===== src/rtl/slot_pwr_pkg.sv =====
package slot_pwr_pkg;
  typedef enum logic [1:0] {
    S_OFF      = 2'd0,
    S_PV_WAIT  = 2'd1,
    S_RST_WAIT = 2'd2,
    S_ON       = 2'd3
  } seq_state_e;

  localparam int unsigned CTL_PWR_OFF  = 10;
  localparam int unsigned CTL_HP_IE    = 5;
  localparam int unsigned CTL_MRL_IE   = 2;
  localparam int unsigned CTL_ATTN_IE  = 0;
  localparam int unsigned CAP_PWR_CTRL = 1;
  localparam int unsigned CAP_MRL      = 2;
  localparam int unsigned CAP_PWR_IND  = 4;
  localparam int unsigned STS_MRL      = 0;
  localparam int unsigned STS_ATTN     = 1;
  localparam int unsigned N_STS        = 2;
endpackage


===== src/rtl/slot_tick_gen.sv =====
module slot_tick_gen #(
  parameter int unsigned DIV = 100000
) (
  input  logic clk_i,
  input  logic rst_ni,
  output logic tick_o
);
  localparam int unsigned CW = (DIV > 1) ? $clog2(DIV) : 1;
  localparam logic [CW-1:0] LAST = CW'(DIV - 1);

  logic [CW-1:0] cnt_q;

  always_ff @(posedge clk_i or negedge rst_ni) begin
    if (!rst_ni)           cnt_q <= '0;
    else if (cnt_q == LAST) cnt_q <= '0;
    else                   cnt_q <= cnt_q + 1'b1;
  end

  assign tick_o = (cnt_q == LAST);
endmodule


===== src/rtl/slot_debounce.sv =====
module slot_debounce #(
  parameter int unsigned DEB_TICKS = 10
) (
  input  logic clk_i,
  input  logic rst_ni,
  input  logic tick_i,
  input  logic raw_i,
  output logic level_o,
  output logic chg_o
);
  localparam int unsigned CW = $clog2(DEB_TICKS + 1);
  localparam logic [CW-1:0] LAST = CW'(DEB_TICKS - 1);

  logic [1:0]    sync_q;
  logic [CW-1:0] cnt_q;

  always_ff @(posedge clk_i or negedge rst_ni) begin
    if (!rst_ni) begin
      sync_q  <= 2'b11;
      cnt_q   <= '0;
      level_o <= 1'b1;
      chg_o   <= 1'b0;
    end else begin
      sync_q <= {sync_q[0], raw_i};
      chg_o  <= 1'b0;
      if (sync_q[1] == level_o) begin
        cnt_q <= '0;
      end else if (tick_i) begin
        if (cnt_q == LAST) begin
          level_o <= sync_q[1];
          cnt_q   <= '0;
          chg_o   <= 1'b1;
        end else begin
          cnt_q <= cnt_q + 1'b1;
        end
      end
    end
  end

  // accepted level must match the synchronised input seen before
  assert_settle_R1: assert property (@(posedge clk_i) disable iff (!rst_ni)
    (level_o != $past(level_o)) |-> (level_o == $past(sync_q[1])));

  assert_chg_pulse_R1: assert property (@(posedge clk_i) disable iff (!rst_ni)
    chg_o |=> !chg_o);
endmodule


===== src/rtl/slot_irq.sv =====
module slot_irq #(
  parameter int unsigned N = 2
) (
  input  logic         clk_i,
  input  logic         rst_ni,
  input  logic [N-1:0] set_i,
  input  logic [N-1:0] clr_i,
  input  logic [N-1:0] en_i,
  input  logic         hp_ie_i,
  output logic [N-1:0] sts_o,
  output logic         irq_o
);
  for (genvar i = 0; i < N; i++) begin : g_flag
    always_ff @(posedge clk_i or negedge rst_ni) begin
      if (!rst_ni) sts_o[i] <= 1'b0;
      else         sts_o[i] <= set_i[i] | (sts_o[i] & ~clr_i[i]); // set wins
    end

    assert_sticky_R10: assert property (@(posedge clk_i) disable iff (!rst_ni)
      (sts_o[i] && !clr_i[i]) |=> sts_o[i]);
  end

  assign irq_o = hp_ie_i & |(sts_o & en_i);

  assert_irq_gate_R4: assert property (@(posedge clk_i) disable iff (!rst_ni)
    !hp_ie_i |-> !irq_o);
endmodule


===== src/rtl/slot_pwr_seq.sv =====
module slot_pwr_seq
  import slot_pwr_pkg::*;
#(
  parameter int unsigned TICK_DIV = 100000,
  parameter int unsigned DEB_MS   = 10,
  parameter int unsigned PV_MS    = 16,
  parameter int unsigned RST_MS   = 100
) (
  input  logic        clk_i,
  input  logic        rst_ni,
  input  logic [4:0]  slot_cap_i,
  input  logic [15:0] slot_ctl_i,
  input  logic        mrl_ni,
  input  logic        attn_i,
  input  logic [1:0]  sts_clr_i,
  output logic        pwr_en_no,
  output logic        pwr_led_no,
  output logic        clk_en_no,
  output logic        slot_rst_no,
  output logic        irq_o,
  output logic [1:0]  sts_o
);
  localparam int unsigned TMAX = (PV_MS > RST_MS) ? PV_MS : RST_MS;
  localparam int unsigned TW   = $clog2(TMAX + 1);
  localparam logic [TW-1:0] PV_LAST  = TW'(PV_MS - 1);
  localparam logic [TW-1:0] RST_LAST = TW'(RST_MS - 1);

  logic tick, mrl_level, mrl_chg;
  logic [2:0] attn_q;
  logic attn_rise, armed_q;
  seq_state_e state_q;
  logic [TW-1:0] tmr_q;

  logic pwr_off, has_pc, has_mrl, start_evt, clk_phase;
  logic unused_bits;

  assign pwr_off  = slot_ctl_i[CTL_PWR_OFF];
  assign has_pc   = slot_cap_i[CAP_PWR_CTRL];
  assign has_mrl  = slot_cap_i[CAP_MRL];
  assign unused_bits = ^{slot_ctl_i[15:11], slot_ctl_i[9:6], slot_ctl_i[4:3],
                         slot_ctl_i[1], slot_cap_i[3], slot_cap_i[0]};

  slot_tick_gen #(.DIV(TICK_DIV)) u_tick (
    .clk_i (clk_i),
    .rst_ni(rst_ni),
    .tick_o(tick)
  );

  slot_debounce #(.DEB_TICKS(DEB_MS)) u_deb (
    .clk_i  (clk_i),
    .rst_ni (rst_ni),
    .tick_i (tick),
    .raw_i  (mrl_ni),
    .level_o(mrl_level),
    .chg_o  (mrl_chg)
  );

  always_ff @(posedge clk_i or negedge rst_ni) begin
    if (!rst_ni) attn_q <= '0;
    else         attn_q <= {attn_q[1:0], attn_i};
  end
  assign attn_rise = attn_q[1] & ~attn_q[2];

  slot_irq #(.N(N_STS)) u_irq (
    .clk_i  (clk_i),
    .rst_ni (rst_ni),
    .set_i  ({attn_rise, mrl_chg & has_mrl}),
    .clr_i  (sts_clr_i),
    .en_i   ({slot_ctl_i[CTL_ATTN_IE], slot_ctl_i[CTL_MRL_IE]}),
    .hp_ie_i(slot_ctl_i[CTL_HP_IE]),
    .sts_o  (sts_o),
    .irq_o  (irq_o)
  );

  // latch closed with sensor fitted, or a pending button press without one
  assign start_evt = has_mrl ? (has_pc & ~mrl_level) : armed_q;

  always_ff @(posedge clk_i or negedge rst_ni) begin
    if (!rst_ni) begin
      state_q <= S_OFF;
      tmr_q   <= '0;
      armed_q <= 1'b0;
    end else begin
      if (attn_rise && !has_mrl) armed_q <= 1'b1;
      if (pwr_off && state_q != S_OFF) begin
        state_q <= S_OFF;
        tmr_q   <= '0;
      end else begin
        case (state_q)
          S_OFF: begin
            tmr_q <= '0;
            if (!pwr_off && has_pc && start_evt) begin
              state_q <= S_PV_WAIT;
              armed_q <= 1'b0;
            end
          end
          S_PV_WAIT: if (tick) begin
            if (tmr_q == PV_LAST) begin
              state_q <= S_RST_WAIT;
              tmr_q   <= '0;
            end else tmr_q <= tmr_q + 1'b1;
          end
          S_RST_WAIT: if (tick) begin
            if (tmr_q == RST_LAST) begin
              state_q <= S_ON;
              tmr_q   <= '0;
            end else tmr_q <= tmr_q + 1'b1;
          end
          default: tmr_q <= '0;
        endcase
      end
    end
  end

  assign clk_phase = (state_q == S_RST_WAIT) || (state_q == S_ON);

  always_comb begin
    pwr_en_no   = (state_q == S_OFF);
    clk_en_no   = ~clk_phase;
    pwr_led_no  = ~(clk_phase & slot_cap_i[CAP_PWR_IND]);
    slot_rst_no = (state_q == S_ON);
  end

  assert_no_pc_R2: assert property (@(posedge clk_i) disable iff (!rst_ni)
    (pwr_en_no && !has_pc) |=> pwr_en_no);

  assert_hold_off_R3: assert property (@(posedge clk_i) disable iff (!rst_ni)
    (pwr_en_no && pwr_off) |=> pwr_en_no);

  assert_clk_after_pwr_R6: assert property (@(posedge clk_i) disable iff (!rst_ni)
    !clk_en_no |-> !pwr_en_no);

  assert_rst_last_R7: assert property (@(posedge clk_i) disable iff (!rst_ni)
    slot_rst_no |-> (!clk_en_no && !pwr_en_no));

  assert_led_gate_R8: assert property (@(posedge clk_i) disable iff (!rst_ni)
    !slot_cap_i[CAP_PWR_IND] |-> pwr_led_no);

  assert_abort_R9: assert property (@(posedge clk_i) disable iff (!rst_ni)
    (pwr_off && !pwr_en_no) |=> (pwr_en_no && clk_en_no && pwr_led_no && !slot_rst_no));
endmodule


===== config.mk =====
export PLATFORM = sky130hd
export DESIGN_NAME = slot_pwr_seq
export DESIGN_NICKNAME = d
export VERILOG_FILES = /design/src/rtl/slot_pwr_pkg.sv /design/src/rtl/slot_tick_gen.sv /design/src/rtl/slot_debounce.sv /design/src/rtl/slot_irq.sv /design/src/rtl/slot_pwr_seq.sv
export SDC_FILE = /design/constraint.sdc
export NUM_CORES = 1
export LEC_CHECK = 0
export BUFFER_PORTS_ARGS = -buffer_cell sky130_fd_sc_hd__buf_4
export CORE_AREA = 2 2 68 70
export DETAILED_ROUTE_END_ITERATION = 16
export DIE_AREA = 0 0 70 72
export MAX_ROUTING_LAYER = met4
export PLACE_DENSITY = 0.77
export SYNTH_ARGS = -nofsm -noshare
export SYNTH_HDL_FRONTEND = slang
export SYNTH_HIERARCHICAL = 1
export SYNTH_SLANG_ARGS = --single-unit

===== constraint.sdc =====
create_clock -name clk_i -period 3 [get_ports clk_i]
set_input_delay 0.6 -clock clk_i [delete_from_list [all_inputs] [get_ports clk_i]]
set_output_delay 0.6 -clock clk_i [all_outputs]
set_load 0.05 [all_outputs]

## After elaboration in Yosys (flattened, before gate mapping)

Index checks and enable logic that the tools add are counted.

- Add/sub/neg operators: 3
- Equal/unequal tests: 13
- Bitwise operators: 17
- Muxes and demuxes: 25
- Reductions and logical operators: 15

Operators by type and width:

| cell | number |
|---|---|
| two-way mux 7 bit | 5 |
| adder 17 x 1 -> 17 bit, second input constant | 1 |
| == test 17 bit, second input constant | 1 |
| two-way mux 17 bit | 1 |
| one-hot mux 7 bit (2 select lines) | 1 |
| two-way mux 2 bit | 6 |
| two-way mux 4 bit | 3 |
| != test 3 bit, second input constant | 4 |
| two-way mux 1 bit | 8 |
| adder 7 x 1 -> 7 bit, second input constant | 1 |
| bitwise AND 1 bit | 7 |
| == test 7 x 4 -> 1 bit, second input constant | 1 |
| == test 7 bit, second input constant | 1 |
| NOT 1 bit | 7 |
| one-hot mux 2 bit (3 select lines) | 1 |
| AND reduction 6 bit | 1 |
| adder 4 x 1 -> 4 bit, second input constant | 1 |
| == test 2 bit, second input constant | 2 |
| == test 4 bit, second input constant | 1 |
| logical AND 1 bit | 4 |
| nonzero test 2 bit | 2 |
| nonzero test 4 bit | 1 |
| != test 3 x 1 -> 1 bit, second input constant | 1 |
| AND reduction 3 bit | 1 |
| 9 further kinds | 11 |

- Register bits: 40
- Output and inout port bits: 7
- Input bits: 27

## Longest topological paths before layout

- Depth after elaboration: 7
- Depth in mapped cells: 9
- Gate-level depth less buffers: 8

## Cells and area by module

The synthesis kept the hierarchy.

Modules (own cells, without submodules):

| module | times used | area an instance (um2) | cells each |
|---|---|---|---|
| slot_pwr_seq | 1 | 834.6 | 85 |
| slot_tick_gen | 1 | 793.3 | 74 |
| slot_debounce | 1 | 337.8 | 28 |
| slot_irq | 1 | 87.6 | 8 |

## Worst setup path before layout

OpenSTA, ideal clock, no wires.

- Kind: reg-to-reg
- From: reg u_tick.cnt_q[11]
- To: reg state_q[1]
- Path slack: 0.238 ns
- Setup time: 0.125 ns
- Stages on the path, launching flop included: 8
- Arrival: 2.637 ns
- Cells stage by stage: dfrtp_1 > or4_1 > or4_4 > nor4_4 > nor3_2 > a221oi_2 > o211ai_2 > mux2_4

- Longest elaborated chain between the ends: 3

RTL lines:

| what | RTL line | text |
|---|---|---|
| from (decl) | slot_tick_gen.sv:11 | `logic [CW-1:0] cnt_q;` |
| from (signal assigned) | slot_tick_gen.sv:16 | `else cnt_q <= cnt_q + 1'b1;` |
| == test 17 bit (*) | slot_tick_gen.sv:19 | `assign tick_o = (cnt_q == LAST);` |
| via tick | slot_pwr_seq.sv:28 | `logic tick, mrl_level, mrl_chg;` |
| != test 3 bit (no source line) | n/a |  |
| AND reduction 6 bit (no source line) (*) | n/a |  |
| to (signal assigned) | slot_pwr_seq.sv:80 | `state_q <= S_OFF;` |
| to (signal assigned) | slot_pwr_seq.sv:86 | `state_q <= S_OFF;` |
| to (signal assigned) | slot_pwr_seq.sv:93 | `state_q <= S_PV_WAIT;` |
| to (decl) | slot_pwr_seq.sv:31 | `seq_state_e state_q;` |

Mark *: on every way through the listed nets, which the timed path passes. The rest lies on a longest branch.
A chain may end at the register's enable or synchronous reset.

## Worst setup path after layout

Ends and elaborated chain as after synthesis.

==> flow_summary_export.csv <==
group,metric,value,unit
placement,gp_congestion,0.760,
outcome,status,"finished clean",
die,dieWidth,70,um
power_and_ir_drop,p_sw_share,36.3,%
synthesis,synth_fp_nets,229,
timing,fin_setup_tns,0,ns
setup_path,cp.arrival,2.81,ns
die,dieArea,0.00504,mm2
setup_path,cp_max_fo,11,
layout,final_cell_mix,"dfrtp_1 (37), buf_4 (20), nand2_1 (17)",
setup_path,path_class,"reg2reg",
placement,place_inst,265,
synthesis,synth_cell_type_count,54,
setup_path,ff2ff_setup_slack,0.37,ns
die,boundaryPins,34,
cts,cts.sinks,40,
layout,multi_input_area,0.00101,mm2
layout,drive_gt1_share,20.4,%
cts,numCtsBuffers,5,
drt,route.detailed.drc,0,
power_and_ir_drop,p_int,0.943,mW
power_and_ir_drop,powerDensity,634,mW/mm2
layout,regArea,0.00100,mm2
drt,vias,1471,
power_and_ir_drop,p_seq_share,41.0,%
setup_path,crit_path_cell_trace,"or4_1 > or4_4 > nor4_4 > nor3_2 > a221oi_2 > o211ai_2 > mux2_4",
cts,cts-resized-gates,0,
power_and_ir_drop,irDropWorstVdd,306,uV
timing,rsz0062_at_grt,"false",
layout,nNetsFinal,254,
drt,vias_per_cell,5.39,
timing,worst_pin_slew,0.718,ns
min_path,hp-class,"in2async",
drt,wl_per_cell,12.4,um
cts,cts_root_buf,"clkbuf_8",
cts,ctsHoldBuffers,0,
timing,final-setup-viol-count,0,
cts,cts_tree,"done",
setup_path,end_kind,"flip-flop",
cts,clk_latency,0.29,ns
timing,fin_crit,2.63,ns
timing,final_max_slew_viol_count,0,
job,max-cap-violations,0,
setup_path,reg2reg_depth,7,
setup_path,startpoint,"u_tick/cnt_q[11]$_DFF_PN0_",
cts,clockBufferDepth,2,
power_and_ir_drop,clkPwrFrac,23.0,%
power_and_ir_drop,p_switching,0.537,mW
synthesis,ys_ff_latch,40,
drt,ant_nets,0,
synthesis,syn_avg_cell_area,10.5,um2
synthesis,ys_seq_area_share,48.9,%
layout,n_antenna_cell,0,
global_routing,grt_pass1_vias,1365,
synthesis,synth-edff-count,0,
power_and_ir_drop,power.leakage,1.04,nW
timing,clock.fmax,0.380,GHz
setup_path,reg2reg_to,"state_q[1]$_DFFE_PN0P_",
setup_path,regToRegStartpoint,"u_tick/cnt_q[11]$_DFF_PN0_",
synthesis,syn_area,0.00205,mm2
cts,cts_setup_buffers,0,
setup_path,max_stage_delay,0.54,ns
layout,fillers,371,
global_routing,grt_pass1_wl,6020,um
layout,fin_area,0.00233,mm2
placement,dp_hpwl,2370,um
layout,final_common_cell,"dfrtp_1",
setup_path,worst_setup_path_start_kind,"flip-flop",
setup_path,crit_path_end,"state_q[1]$_DFFE_PN0P_",
global_routing,grt_max_degree,41,
global_routing,grt_util_all_layers,15.9,%
die,die_y,72,um
die,core-area,0.00426,mm2
cts,clk_pin_slew,0.08,ns
drt,wirelength,3400,um
synthesis,synth_flop_cell,"dfrtp_1",
die,rows,24,
setup_path,crit_required,3.18,ns
setup_path,cpMaxStageDelayCell,"or4_1",
timing,finalHoldViolCount,0,
cts,ctsHtreeMaxLevel,2,
global_routing,antenna_found_initial,0,
global_routing,overflow,0,
die,start_util,48.2,%
drt,drtIter0Drc,73,
synthesis,synthCells,195,
layout,area_growth_syn_to_layout,13.7,%
placement,portBuffers,19,
synthesis,postSynth.asyncResetShare,100,%
timing,finClkSkew,0.0130,ns
layout,instances_no_fill,273,
placement,dpl-instance-area,0.00225,mm2
timing,slew_headroom,51.9,%
drt,firstDrtPassIters,4,
timing,period_share,87.7,%
synthesis,ys_warn_count,6,
power_and_ir_drop,p_comb_share,36.1,%
per-layer routing:
| layer | up-vias | track usage [%] | routed length (um) |
|---|---|---|---|
| li1 | 743 | - | - |
| met1 | 694 | 19.3 | 1490 |
| met2 | 25 | 24.7 | 1640 |
| met3 | 9 | 4.31 | 174 |
| met4 | 0 | 7.91 | 90 |
| met5 | - | - | 0 |
registers in the layout, summed over array words and instances (netlist names):
signal         flops
u_tick/cnt_q      17
tmr_q              7
u_deb/cnt_q        4
attn_q             3
state_q            2
u_deb/sync_q       2
u_irq/sts_o        2
armed_q            1
u_deb/chg_o        1
u_deb/level_o      1
logic make-up after synthesis:
kind of cell	share of synthesized area (%)
flip-flops	48.9
AO/OA/AOI/OAI	11.4
XOR/XNOR	7.25
multiplexers	1.77
AND/OR/NAND/NOR	24.7
adder cells (fa/ha/maj)	4.27
buffers and inverters	1.65
critical path: cells and delay by family, from the launching register on:
| family | cells | cell delay, ns |
|---|---|---|
| AND/OR/NAND/NOR | 4 | 1.35 |
| AO/OA/AOI/OAI | 2 | 0.43 |
| flip-flops | 1 | 0.43 |
| multiplexers | 1 | 0.31 |
layout make-up:
cell class	count	area share (%)
tap	52	2.79
inverter	5	0.804
clock inverter	1	0.214
timing repair buffer	20	6.43
sequential	40	43.0
clock buffer	7	3.27
multi-input combinational	148	43.5
synthesized netlist by cell type, types with 3 or more instances:
library cell	count	share of area, %
a21o_1	4	1.5
a21oi_1	7	1.7
dfrtp_1	37	45
dfstp_2	3	3.8
ha_1	7	4.3
inv_1	5	0.91
nand2_1	17	3.1
nand3_1	7	1.7
nand4_1	4	1.2
nor2_1	15	2.7
nor2b_1	8	2.4
nor3_1	8	2.0
o21ai_0	5	1.2
o21ai_1	6	1.5
or3_1	3	0.91
xnor2_1	11	4.7
xor2_1	6	2.6
worst min path at each step:
stage          cells after the start                        end                 from
4_1_cts                            1  u_tick/cnt_q[6]$_DFF_PN0_               rst_ni
3_5_place_dp                       0        attn_q[1]$_DFF_PN0_  attn_q[0]$_DFF_PN0_
6_report                           1  u_tick/cnt_q[6]$_DFF_PN0_               rst_ni
3_3_place_gp                       0        attn_q[1]$_DFF_PN0_  attn_q[0]$_DFF_PN0_
2_1_floorplan                      0          armed_q$_DFF_PN0_               rst_ni
5_1_grt                            1  u_tick/cnt_q[6]$_DFF_PN0_               rst_ni
metrics by stage:
step / hold slack (ns) / power [mW] / utilization (%) / worst slack [ns]
after floorplan: 0.304 / 1.04 / - / 0.238
after global placement: 0.341 / 1.14 / 52.8 / 0.419
after detailed placement: 0.346 / 1.15 / 52.8 / 0.344
after CTS: 0.279 / 1.50 / 54.8 / 0.339
after global routing: 0.312 / 1.58 / 54.8 / 0.180
final: 0.266 / 1.48 / 54.8 / 0.370
power by group through the flow:
stage	registers (mW)	clock network, mW	logic, mW
finish	0.606	0.340	0.534
global route	0.612	0.377	0.587
CTS	0.607	0.352	0.539
detailed placement	0.617	0	0.537
global placement	0.614	0	0.523
floorplan	0.613	0	0.427
Note: power is estimated with default switching activity, not from simulation.
